$ cat config.mk
export PLATFORM = sky130hd
export DESIGN_NAME = irq_vector_ctrl
export DESIGN_NICKNAME = d
export VERILOG_FILES = /design/src/rtl/irqc_pkg.sv /design/src/rtl/irqc_src_bank.sv /design/src/rtl/irqc_arbiter.sv /design/src/rtl/irqc_gate.sv /design/src/rtl/irq_vector_ctrl.sv
export SDC_FILE = /design/constraint.sdc
export NUM_CORES = 1
export LEC_CHECK = 0
export ABC_AREA = 1
export ABC_CLOCK_PERIOD_IN_PS = 1860
export BUFFER_PORTS_ARGS = -buffer_cell sky130_fd_sc_hd__buf_2
export CORE_ASPECT_RATIO = 1.5
export CORE_UTILIZATION = 44
export CTS_BUF_LIST = sky130_fd_sc_hd__clkbuf_4
export DETAILED_ROUTE_END_ITERATION = 8
export GPL_TIMING_DRIVEN = 0
export PLACE_DENSITY_LB_ADDON = 0.3
export SLEW_MARGIN = 20
export SYNTH_ARGS = -nofsm -noshare
export SYNTH_HDL_FRONTEND = slang
export SYNTH_SLANG_ARGS = --single-unit
$ cat constraint.sdc
create_clock -name clk -period 1.86 [get_ports clk]
set_clock_uncertainty 0.15 [all_clocks]
set_input_delay 0.093 -clock clk [delete_from_list [all_inputs] [get_ports clk]]
set_output_delay 0.093 -clock clk [all_outputs]
set_load 0.01 [all_outputs]
$ cat src/rtl/irqc_pkg.sv
package irqc_pkg;

  // Program words between two consecutive vector entries.
  localparam int unsigned VEC_STRIDE = 2;

  typedef enum logic [1:0] {
    GIE_HOLD  = 2'd0,
    GIE_CLEAR = 2'd1,
    GIE_SET   = 2'd2
  } gie_op_e;

  // Offset of a vector slot from the table base.
  function automatic int unsigned slot_offset(input int unsigned slot);
    return slot * VEC_STRIDE;
  endfunction

endpackage

$ cat src/rtl/irqc_src_bank.sv
module irqc_src_bank #(
  parameter int unsigned          N_SRC    = 8,
  parameter logic [N_SRC-1:0]     EVT_MASK = '1
) (
  input  logic             clk,
  input  logic             rst_n,
  input  logic [N_SRC-1:0] src_req,
  input  logic [N_SRC-1:0] flag_w1c,
  input  logic [N_SRC-1:0] served,
  input  logic             en_wr,
  input  logic [N_SRC-1:0] en_wdata,
  output logic [N_SRC-1:0] flag_q,
  output logic [N_SRC-1:0] en_q,
  output logic [N_SRC-1:0] pend
);

  always_ff @(posedge clk or negedge rst_n) begin
    if (!rst_n)     en_q <= '0;
    else if (en_wr) en_q <= en_wdata;
  end

  for (genvar i = 0; i < N_SRC; i++) begin : g_src
    if (EVT_MASK[i]) begin : g_evt
      logic flag_r;
      // A new request outranks both clearing paths.
      always_ff @(posedge clk or negedge rst_n) begin
        if (!rst_n) flag_r <= 1'b0;
        else        flag_r <= src_req[i] | (flag_r & ~flag_w1c[i] & ~served[i]);
      end
      assign flag_q[i] = flag_r;
      assign pend[i]   = flag_r;

      assert_flag_latch_R6: assert property (@(posedge clk) disable iff (!rst_n)
        src_req[i] |=> flag_q[i]);
      assert_serve_clears_R5: assert property (@(posedge clk) disable iff (!rst_n)
        served[i] && !src_req[i] |=> !flag_q[i]);
      assert_masked_keeps_R5: assert property (@(posedge clk) disable iff (!rst_n)
        flag_q[i] && !served[i] && !flag_w1c[i] |=> flag_q[i]);
    end else begin : g_lvl
      logic unused_lvl_bits;
      assign unused_lvl_bits = flag_w1c[i] | served[i];
      assign flag_q[i] = 1'b0;
      assign pend[i]   = src_req[i];
    end
  end

endmodule

$ cat src/rtl/irqc_arbiter.sv
module irqc_arbiter #(
  parameter int unsigned N_SRC = 8,
  localparam int unsigned IDX_W = $clog2(N_SRC)
) (
  input  logic [N_SRC-1:0] cand,
  output logic             any,
  output logic [IDX_W-1:0] idx,
  output logic [N_SRC-1:0] grant
);

  function automatic logic [IDX_W-1:0] first_one(input logic [N_SRC-1:0] v);
    logic [IDX_W-1:0] r;
    r = '0;
    for (int i = N_SRC - 1; i >= 0; i--) begin
      if (v[i]) r = IDX_W'(i);
    end
    return r;
  endfunction

  // Lowest index wins: a bit is granted when no lower bit is a candidate.
  for (genvar k = 0; k < N_SRC; k++) begin : g_grant
    if (k == 0) begin : g_top
      assign grant[k] = cand[k];
    end else begin : g_rest
      assign grant[k] = cand[k] & ~(|cand[k-1:0]);
    end
  end

  assign any = |cand;
  assign idx = first_one(cand);

endmodule

$ cat src/rtl/irqc_gate.sv
module irqc_gate
  import irqc_pkg::*;
(
  input  logic clk,
  input  logic rst_n,
  input  logic rst_req,
  input  logic at_boundary,
  input  logic ret_evt,
  input  logic gie_set_evt,
  input  logic gie_clr_evt,
  input  logic src_ready,
  output logic take,
  output logic take_reset,
  output logic gie_q,
  output logic hold_q
);

  logic    rst_pend_q;
  logic    gie_open;
  logic    src_take;
  gie_op_e gie_op;

  // A clear-enable in this very cycle closes the gate at once.
  assign gie_open   = gie_q & ~gie_clr_evt;
  assign take_reset = rst_n & rst_pend_q;
  assign src_take   = rst_n & at_boundary & ~hold_q & ~ret_evt & gie_open
                      & src_ready & ~take_reset;
  assign take       = take_reset | src_take;

  always_comb begin
    if (take || gie_clr_evt)         gie_op = GIE_CLEAR;
    else if (gie_set_evt || ret_evt) gie_op = GIE_SET;
    else                             gie_op = GIE_HOLD;
  end

  always_ff @(posedge clk or negedge rst_n) begin
    if (!rst_n) begin
      rst_pend_q <= 1'b1;
      gie_q      <= 1'b0;
      hold_q     <= 1'b0;
    end else begin
      rst_pend_q <= rst_req | (rst_pend_q & ~take_reset);
      case (gie_op)
        GIE_CLEAR: gie_q <= 1'b0;
        GIE_SET:   gie_q <= 1'b1;
        default:   gie_q <= gie_q;
      endcase
      // One boundary must pass after a return before a source is entered.
      if (take_reset)       hold_q <= 1'b0;
      else if (ret_evt)     hold_q <= 1'b1;
      else if (at_boundary) hold_q <= 1'b0;
    end
  end

  assert_cli_blocks_R9: assert property (@(posedge clk) disable iff (!rst_n)
    gie_clr_evt |-> !take || take_reset);
  assert_one_instr_R8: assert property (@(posedge clk) disable iff (!rst_n)
    hold_q |-> !take || take_reset);
  assert_gie_drop_R4: assert property (@(posedge clk) disable iff (!rst_n)
    take |=> !gie_q);
  assert_ret_sets_R4: assert property (@(posedge clk) disable iff (!rst_n)
    ret_evt && !take |=> gie_q);
  assert_reset_take_R12: assert property (@(posedge clk) disable iff (!rst_n)
    rst_req |=> take && take_reset);

endmodule

$ cat src/rtl/irq_vector_ctrl.sv
module irq_vector_ctrl
  import irqc_pkg::*;
#(
  parameter int unsigned        N_SRC     = 8,
  parameter logic [N_SRC-1:0]   EVT_MASK  = 'h0F,
  parameter int unsigned        ADDR_W    = 14,
  parameter logic [ADDR_W-1:0]  BOOT_BASE = 'h3800,
  localparam int unsigned       ID_W      = $clog2(N_SRC + 1)
) (
  input  logic              clk,
  input  logic              rst_n,
  input  logic              rst_req,
  input  logic [N_SRC-1:0]  src_req,
  input  logic [N_SRC-1:0]  flag_w1c,
  input  logic              en_wr,
  input  logic [N_SRC-1:0]  en_wdata,
  input  logic              vec_reloc,
  input  logic              at_boundary,
  input  logic              ret_evt,
  input  logic              gie_set_evt,
  input  logic              gie_clr_evt,
  output logic              take,
  output logic [ID_W-1:0]   take_id,
  output logic [ADDR_W-1:0] vec_addr,
  output logic              gie,
  output logic [N_SRC-1:0]  flags,
  output logic [N_SRC-1:0]  enables
);

  localparam int unsigned IDX_W = $clog2(N_SRC);

  logic [N_SRC-1:0]  pend;
  logic [N_SRC-1:0]  en_q;
  logic [N_SRC-1:0]  cand;
  logic [N_SRC-1:0]  grant;
  logic [N_SRC-1:0]  served;
  logic [IDX_W-1:0]  win_idx;
  logic              win_any;
  logic              take_reset;
  logic              hold_q;
  logic              gie_q;
  logic [ADDR_W-1:0] table_base;

  irqc_src_bank #(.N_SRC(N_SRC), .EVT_MASK(EVT_MASK)) u_bank (
    .clk      (clk),
    .rst_n    (rst_n),
    .src_req  (src_req),
    .flag_w1c (flag_w1c),
    .served   (served),
    .en_wr    (en_wr),
    .en_wdata (en_wdata),
    .flag_q   (flags),
    .en_q     (en_q),
    .pend     (pend)
  );

  assign cand = pend & en_q;

  irqc_arbiter #(.N_SRC(N_SRC)) u_arb (
    .cand  (cand),
    .any   (win_any),
    .idx   (win_idx),
    .grant (grant)
  );

  irqc_gate u_gate (
    .clk         (clk),
    .rst_n       (rst_n),
    .rst_req     (rst_req),
    .at_boundary (at_boundary),
    .ret_evt     (ret_evt),
    .gie_set_evt (gie_set_evt),
    .gie_clr_evt (gie_clr_evt),
    .src_ready   (win_any),
    .take        (take),
    .take_reset  (take_reset),
    .gie_q       (gie_q),
    .hold_q      (hold_q)
  );

  assign served     = grant & {N_SRC{take & ~take_reset}};
  assign take_id    = take_reset ? '0 : ID_W'(win_idx) + ID_W'(1);
  assign table_base = vec_reloc ? BOOT_BASE : '0;
  assign vec_addr   = table_base + ADDR_W'(slot_offset(int'(take_id)));
  assign gie        = gie_q;
  assign enables    = en_q;

  assert_gated_R3: assert property (@(posedge clk) disable iff (!rst_n)
    take && !take_reset |-> gie_q && at_boundary && en_q[win_idx] && pend[win_idx]);
  assert_no_higher_R2: assert property (@(posedge clk) disable iff (!rst_n)
    take && !take_reset |-> (cand & ((N_SRC'(1) << win_idx) - N_SRC'(1))) == '0);
  assert_single_serve_R11: assert property (@(posedge clk) disable iff (!rst_n)
    $onehot0(served));
  assert_no_hold_leak_R8: assert property (@(posedge clk) disable iff (!rst_n)
    ret_evt |=> !take || take_reset);

endmodule

Word-level counts from Yosys, hierarchy flattened. Cells that the tools add are included.

Logic and storage cells: 79. Memory bits (writable): 0. Memories: 0. Bits of input ports: 33. Output and inout port bits: 36. Bits in registers: 15. Latch bits: 0. Bits in read-only memories: 0.

$lt $le $gt $ge: 0. $mul: 0. Bitwise operators: 44. Equality and inequality tests: 2. $add $sub $neg: 2. Divide/modulo/power cells: 0. Shifts and indexed selects: 0. Reductions and logical operators: 7. Mux-type cells: 16.

Operator list (count): $mux 3 (8); $and 1x1->1 (21); $not 1->1 (15); $add 14x5->14 (1); $mux 14 (1); $and 8x8->8 (1); $reduce_or 8->1 (1); $or 1x1->1 (6); $add 3x1->4 const B (1); $and 4x4->4 (1); $mux 2 (2); $mux 4 (1); $mux 1 (3); $reduce_bool 3->1 (1); $reduce_or 3->1 (1); $eq 2x1->1 const B (1); $eq 2x2->1 const B (1); $logic_or 1x1->1 (2); $pmux 1 s2 (1); $reduce_bool 2->1 (1); $reduce_or 2->1 (1).

Longest topological paths before layout. Gate-level depths: netlist of the first run.

Depth in word-level cells: 12. Mapped depth: 11. Mapped depth without buffers: 10.

Cells and area by module. From an unflattened synthesis of the first run, not the netlist that was laid out.

Cells, all modules: 193. Area, all modules: 1247.4 µm².

Modules (own cells, without submodules): irqc_src_bank (sequential area each 300.3 µm², cells an instance 74, instances 1, area each 615.6 µm²); irq_vector_ctrl (sequential area each 0.0 µm², cells an instance 59, instances 1, area each 291.5 µm²); irqc_gate (sequential area each 76.3 µm², cells an instance 24, instances 1, area each 173.9 µm²); irqc_arbiter (sequential area each 0.0 µm², cells an instance 36, instances 1, area each 166.4 µm²).

Worst setup path after synthesis of the first run. No wires, ideal clock.

Path type: reg2out. Start: register u_bank.en_q[6]. End: output vec_addr[3]. Path slack: 43 ps. Cell stages (with the launch flop): 12. Path buffers: 1. Data arrival time: 1574 ps. Data required time: 1617 ps. Cells stage by stage: dfrtp_1 > nand2_1 > nand2_2 > inv_1 > nor2_1 > nor2_1 > nor2_1 > ha_1 > inv_1 > nand3_1 > a21oi_1 > buf_4.

Cells in the longest elaborated chain, start to end: 11.

RTL lines: start: declaration (RTL line irqc_src_bank.sv:13) `output logic [N_SRC-1:0] en_q,`; start signal: assignment (RTL line irqc_src_bank.sv:19) `else if (en_wr) en_q <= en_wdata;`; $and 8x8->8 (RTL line irq_vector_ctrl.sv:57) `assign cand = pend & en_q;`; $mux 3 (7 in series) (RTL line irqc_arbiter.sv:15) `if (v[i]) r = IDX_W'(i);`; $add 3x1->4 (RTL line irq_vector_ctrl.sv:82) `assign take_id = take_reset ? '0 : ID_W'(win_idx) + ID_W'(1);`; $mux 4 (RTL line irq_vector_ctrl.sv:82); net take_id[2] (RTL line irq_vector_ctrl.sv:23) `output logic [ID_W-1:0] take_id,`; $add 14x5->14 (RTL line irq_vector_ctrl.sv:84) `assign vec_addr = table_base + ADDR_W'(slot_offset(int'(take_id)));`; end: declaration (RTL line irq_vector_ctrl.sv:24) `output logic [ADDR_W-1:0] vec_addr,`.

The timed path passes the listed nets, and every way through them passes these cells.

Worst setup path after layout of the first run.
Start: register u_bank.en_q[2]. End: output vec_addr[3].

Cells in the longest elaborated chain, start to end: 7.

RTL lines (RTL line): $and 8x8->8 (irq_vector_ctrl.sv:57); $mux 3 (3 in series) (irqc_arbiter.sv:15); $add 3x1->4 (irq_vector_ctrl.sv:82); $mux 4 (irq_vector_ctrl.sv:82); $add 14x5->14 (irq_vector_ctrl.sv:84).

No other way between the ends.

==> results of run 1 <==
==> repair_timing <==
action	in CTS	in global routing
pin swaps	10	10
endpoints found under the hold margin	30	4
endpoints found under the setup margin	4	11
hold buffers	24	4
setup buffers	8	7
gates resized for setup	22	10
==> final timing paths <==
| check | end | slack [ps] | cells after the start |
|---|---|---|---|
| worst max-delay path | vec_addr[3] | -180 | 10 |
| worst min-delay path | u_bank.en_q[4]$_DFFE_PN0P_ | 60 | 2 |
| worst max register to register | u_gate.hold_q$_DFFE_PN0P_ | 130 | 4 |
| worst min register to register | u_gate.rst_pend_q$_DFF_PN1_ | 340 | 2 |
| max in group asynchronous | u_bank.en_q[5]$_DFFE_PN0P_ | 230 | 3 |
| min in group asynchronous | u_gate.gie_q$_DFFE_PN0P_ | 870 | 3 |
==> kinds of logic after synthesis <==
| kind of cell | count (synthesis) | share of synthesized area |
|---|---|---|
| buf+inv | 41 | 0.216 |
| other cells | 1 | 0.00341 |
| mux | 8 | 0.0818 |
| flops | 15 | 0.342 |
| compound gates | 4 | 0.0239 |
| simple gates | 62 | 0.322 |
| fa+ha+maj | 1 | 0.0114 |
==> worst register-to-register path, delay by kind of cell, from the launching register on <==
kind                   cells  cell delay, ps
DFF                        1             560
buffers and inverters      2             750
AOI/OAI and AO/OA          1              70
and+or+nand+nor            1              80
==> sequential cells by signal, summed over array words and instances, names as in the netlist <==
register                   count
u_gate.gie_q                   1
u_bank.en_q                    8
u_gate.hold_q                  1
u_gate.rst_pend_q              1
u_bank.g_src.g_evt.flag_r      4
==> final cells by class <==
cell class              instances  area (um2)  share of cell area
well taps                      23        28.8              0.0151
inverters                      18        67.6              0.0355
multi-input cells              86         603               0.317
repair buffers                 87         621               0.327
clock buffers                   4        30.0              0.0158
flip-flops and latches         15         377               0.198
plain buffers                  23         174              0.0915
==> cell usage after synthesis (all sizes together) <==
cell type,number
mux2,8
o21bai,1
nor2,18
a21oi,3
ha,1
inv,18
dfstp,1
conb,1
nand4,4
nand2,32
and2,1
buf,23
dfrtp,14
nand3,5
nor3,2
==> power by group through the flow <==
stage | Sequential, mW | Combinational, mW | Clock, mW
after floorplan | 0.395 | 0.231 | 0
after global placement | 0.386 | 0.341 | 0
after detailed placement | 0.388 | 0.349 | 0
after CTS | 0.382 | 0.478 | 0.212
after global routing | 0.388 | 0.558 | 0.220
final | 0.384 | 0.521 | 0.208
==> metal layers <==
layer | GRT usage | share of wire
met2 | 0.417 | 0.56
met5 | 0 | 0
met3 | 0.0258 | 0.049
met1 | 0.241 | 0.37
met4 | 0.102 | 0.024
==> through the flow <==
step	util	instances	TNS, ps	worst slack [ps]
after floorplan	-	142	0	42.5
after global placement	0.622	216	0	76.0
after detailed placement	0.622	216	0	56.8
after CTS	0.802	251	-629	-181
after global routing	0.831	256	-1210	-264
final	0.831	256	-610	-179
==> impl_metrics.toml, run 1 <==
[synth]
synthTopCellsByArea = "dfrtp_1 (32%), buf_4 (15%), mux2_2 (8.2%)"
synth_top_area_share = 0.318
syn_avg_cell_area_um2 = 8.34
syn_inst = 132
syn_area_um2 = 1100
ys_seq_area_frac = 0.342
ys_ff_latch = 15
yosys.cell_types.count = 22
synth.largest_area_cell = "dfrtp_1"
yosysWarnings = 0

[clock_network]
cts.path.max_buffers = 2
path_clk_slew_ps = 90
cts_tree = "yes"
htree_levels = 1
worstSkewPairLatency_ps = 290
cts_sinks = 15
cts_buffers = 3
cts_root_buf = "clkbuf_4"

[min_path]
hp-start = "en_wr"
min_path_type = "input port to register"

[worst_setup_path]
r2r_start = "u_gate.rst_pend_q$_DFF_PN1_"
worst_setup_path_end_kind = "primary output"
path_cells = "nand2_4 > nand3_2 > and2_4 > a21oi_4 > ha_4 > inv_2 > nand3_2 > a21oi_2 > buf_4 > buf_6"
startpoint = "u_bank.en_q[2]$_DFFE_PN0P_"
crit_slowest_cell = "dfrtp_1"
path_buf_inv = 3
cp_common_cell = "nand3_2"
start_kind = "register"
worstPathMaxFanout = 4
worstPathArrival_ps = 1800
cp.required_ps = 1620
cp_top_family = "flip-flops"
critPathMaxStageDelay_ps = 420
worst-setup-path-type = "register to primary output"

[placement]
place_area_um2 = 1420
portBuffers = 51
gp_congestion = 0.822
place_hpwl_um = 1810

[finish]
nets = 268
fill_cells = 143
area_growth_pct = 72.6
finalInstanceArea_um2 = 1900
final_cell_mix = "buf_2 (47), buf_4 (32), dlygate4sd3_1 (24)"
diodes = 0
mostFrequentLayoutCell = "buf_2"
final_layout_size_suffix_gt1_frac = 0.579

[timing]
fin_ws_ps = -179
fmax_mhz = 490
setup_viol = 6
worstMarginPinSlew_ps = 733
hold_viol_final = 0
fin_hold_ws_ps = 56.7
rsz0062_at_grt = "true"
final_max_slew_viol_count = 0
layout_min_cycle_time_ps = 2040
relSlewSlack = 0.510
fin_crit_sh = 1.10

[die]
initial_core_util = 0.482
die_w_um = 42.8
ioPinCount = 69
die_h_um = 63.3
die_area_um2 = 2710
core_area_um2 = 2290
core.rowCount = 21

[power_and_ir_drop]
sw_frac_of_total = 0.340
p_seq_frac = 0.345
pwr-share-comb = 0.468
power.leakage_nw = 1.05
p_int_mw = 0.734
powerDensity_nw_per_um2 = 585
irDropWorstVdd_uv = 623
power.total_mw = 1.11
switching_power_mw = 0.379
p_clk_frac = 0.187

[global_route]
antenna_found_initial = 0
grt_pass1_wl_um = 4790
track_usage = 0.224
grt_pass1_vias = 1157
overflow = 0
grt_max_degree = 16

[detailed_routing]
first_pass_iters = 4
drt_iter0_markers = 12
vias = 1197
antenna_left = 0
vias_per_cell = 4.68
wire_per_inst_um = 11.9
finalWirelength_um = 3040
drc = 0

[flow_run]
cap_violations = 0

[status]
violations = "setup timing"
status = "finished, violations left"
Power figures use the tool's default switching activity.
==> inputs of run 2 (changes only) <==
--- a/config.mk
+++ b/config.mk
@@ -12,7 +12,6 @@
 export CORE_UTILIZATION = 44
 export CTS_BUF_LIST = sky130_fd_sc_hd__clkbuf_4
 export DETAILED_ROUTE_END_ITERATION = 8
-export GPL_TIMING_DRIVEN = 0
 export PLACE_DENSITY_LB_ADDON = 0.3
 export SLEW_MARGIN = 20
 export SYNTH_ARGS = -nofsm -noshare
==> run 2 against run 1 <==
  * The flow still finishes with violations (setup timing)
  * Via count is 11% lower
  * Utilization is 10 points lower
  * Worst setup slack better by 110 ps
  * Total power is 9.1% lower
  * Register-to-register slack better by 70 ps
  * Combinational power is 20% lower
  * Die area stayed put
  * First-iteration DRC count is 42% higher
  * Maximum frequency is 5.9% higher
  * Sequential power hardly changed
==> impl_metrics.toml, run 2 (synthesis gave the netlist of run 1 again) <==
[placement]
place_hpwl_um = 1700
portBuffers = 49
gp_congestion = 0.762
placed_cells = 191
place_area_um2 = 1240
pre_cts_ws_ps = 140

[timing]
hold_viol_final = 0
fin_hold_ws_ps = 36.0
fmax_mhz = 519
rsz0062_at_grt = "true"
final_max_slew_viol_count = 0
worstMarginPinSlew_ps = 695
layout_min_cycle_time_ps = 1930
setup_viol = 4
fin_crit_sh = 1.03
relSlewSlack = 0.535
fin_ws_ps = -65.1

[detailed_routing]
vias_per_cell = 4.67
first_pass_iters = 4
vias = 1061
finalWirelength_um = 2730
antenna_left = 0
drt_iter0_markers = 17
wire_per_inst_um = 12.0
drc = 0

[finish]
nets = 239
largest_registers = "u_bank.en_q: 8 flops, u_bank.g_src.g_evt.flag_r: 4 flops"
area_growth_pct = 51.6
top_register = "u_bank.en_q"
finalInstanceArea_um2 = 1670
layout.cells.non_filler = 227
diodes = 0
final_cell_mix = "buf_2 (48), dlygate4sd3_1 (24), inv_1 (16)"
largest_register_ffs = 8
final_layout_size_suffix_gt1_frac = 0.525
fill_cells = 183
mostFrequentLayoutCell = "buf_2"

[power_and_ir_drop]
pwr-share-comb = 0.414
p_clk_frac = 0.206
irDropWorstVdd_uv = 672
p_int_mw = 0.658
sw_frac_of_total = 0.349
p_seq_frac = 0.381
switching_power_mw = 0.353
powerDensity_nw_per_um2 = 606
power.leakage_nw = 0.901

[clock_network]
cts.path.max_buffers = 2
path_clk_slew_ps = 90
cts_sinks = 15
htree_levels = 1
cts_tree = "yes"
cts_buffers = 3
cts_root_buf = "clkbuf_4"
worstSkewPairLatency_ps = 290

[global_route]
grt_max_degree = 16
antenna_found_initial = 0
grt_pass1_vias = 1007
grt_pass1_wl_um = 4350
overflow = 0
track_usage = 0.211

[worst_setup_path]
worstPathArrival_ps = 1680
crit_slowest_cell = "dfrtp_1"
cp.required_ps = 1620
worst-setup-path-type = "register to primary output"
start_kind = "register"
critPathMaxStageDelay_ps = 420
worst_setup_path_end_kind = "primary output"
path_cells = "nand2_4 > buf_6 > nand2_4 > nor2_2 > nor2_2 > ha_4 > inv_1 > nand3_2 > a21oi_2 > buf_2"
worstPathMaxFanout = 4

[die]
core.rowCount = 21
core_area_um2 = 2290
ioPinCount = 69
die_w_um = 42.8
die_area_um2 = 2710
die_h_um = 63.3
initial_core_util = 0.482

[flow_run]
cap_violations = 0

[status]
violations = "setup timing"
status = "finished, violations left"

[min_path]
min_path_type = "input port to primary output"
run 2: changes by cell type in the layout (fill, tap and decap cells not counted), sizes merged:
cell  previous run  this run
buf             86        57
run 2: worst paths after layout:
| kind | start | slack (ps) | cells past startpoint | end |
|---|---|---|---|---|
| worst min-delay path | vec_reloc | 40 | 0 | vec_addr[13] |
| worst max-delay path | u_bank.en_q[2]$_DFFE_PN0P_ | -70 | 10 | take_id[2] |
| min in group asynchronous | rst_n | 840 | 3 | u_bank.en_q[0]$_DFFE_PN0P_ |
| worst min register to register | u_gate.rst_pend_q$_DFF_PN1_ | 340 | 2 | u_gate.rst_pend_q$_DFF_PN1_ |
| worst max register to register | u_gate.rst_pend_q$_DFF_PN1_ | 200 | 4 | u_gate.hold_q$_DFFE_PN0P_ |
| max in group asynchronous | rst_n | 290 | 3 | u_bank.en_q[7]$_DFFE_PN0P_ |
run 2: routing by layer:
layer	global-route usage	part of all wire	vias to the layer above
met3	0.0258	0.032	6
met2	0.402	0.58	34
met5	0	0	-
met1	0.227	0.37	503
met4	0.0742	0.017	0
li1	-	-	518
run 2: layout make-up:
type,instances,area (um2),area share
Sequential cell,15,377,0.226
Tap cell,23,28.8,0.0172
Inverter,18,67.6,0.0405
Multi-Input combinational cell,86,611,0.366
Timing Repair Buffer,81,556,0.333
Clock buffer,4,30.0,0.0180
run 2: per-stage QoR:
step | setup TNS (ps) | util | total power, mW
detailed placement | 0 | 0.544 | 0.685
global route | -872 | 0.730 | 1.08
floorplan | 0 | - | 0.625
CTS | -264 | 0.698 | 0.977
global placement | 0 | 0.544 | 0.676
finish | -216 | 0.730 | 1.01
run 2: timing repair:
action	4_1_cts	5_1_grt
setup endpoints to repair	4	7
buffers inserted	4	4
pin swaps	10	13
hold buffers	24	0
hold endpoints to repair	30	0
resized for setup	15	11
run 2: worst max-delay path, delay by kind of cell, from the launching register on:
family | cells | cell delay, ps
buffers and inverters | 3 | 300
AO/OA/AOI/OAI | 1 | 140
AND/OR/NAND/NOR | 5 | 380
adder cells (fa/ha/maj) | 1 | 160
flip-flops | 1 | 420
run 2: power by group through the flow:
stage	logic (mW)	registers (mW)	clock network, mW
after floorplan	0.231	0.395	0
after global routing	0.454	0.389	0.234
after CTS	0.384	0.382	0.210
after detailed placement	0.296	0.388	0
after global placement	0.290	0.386	0
final	0.418	0.385	0.208
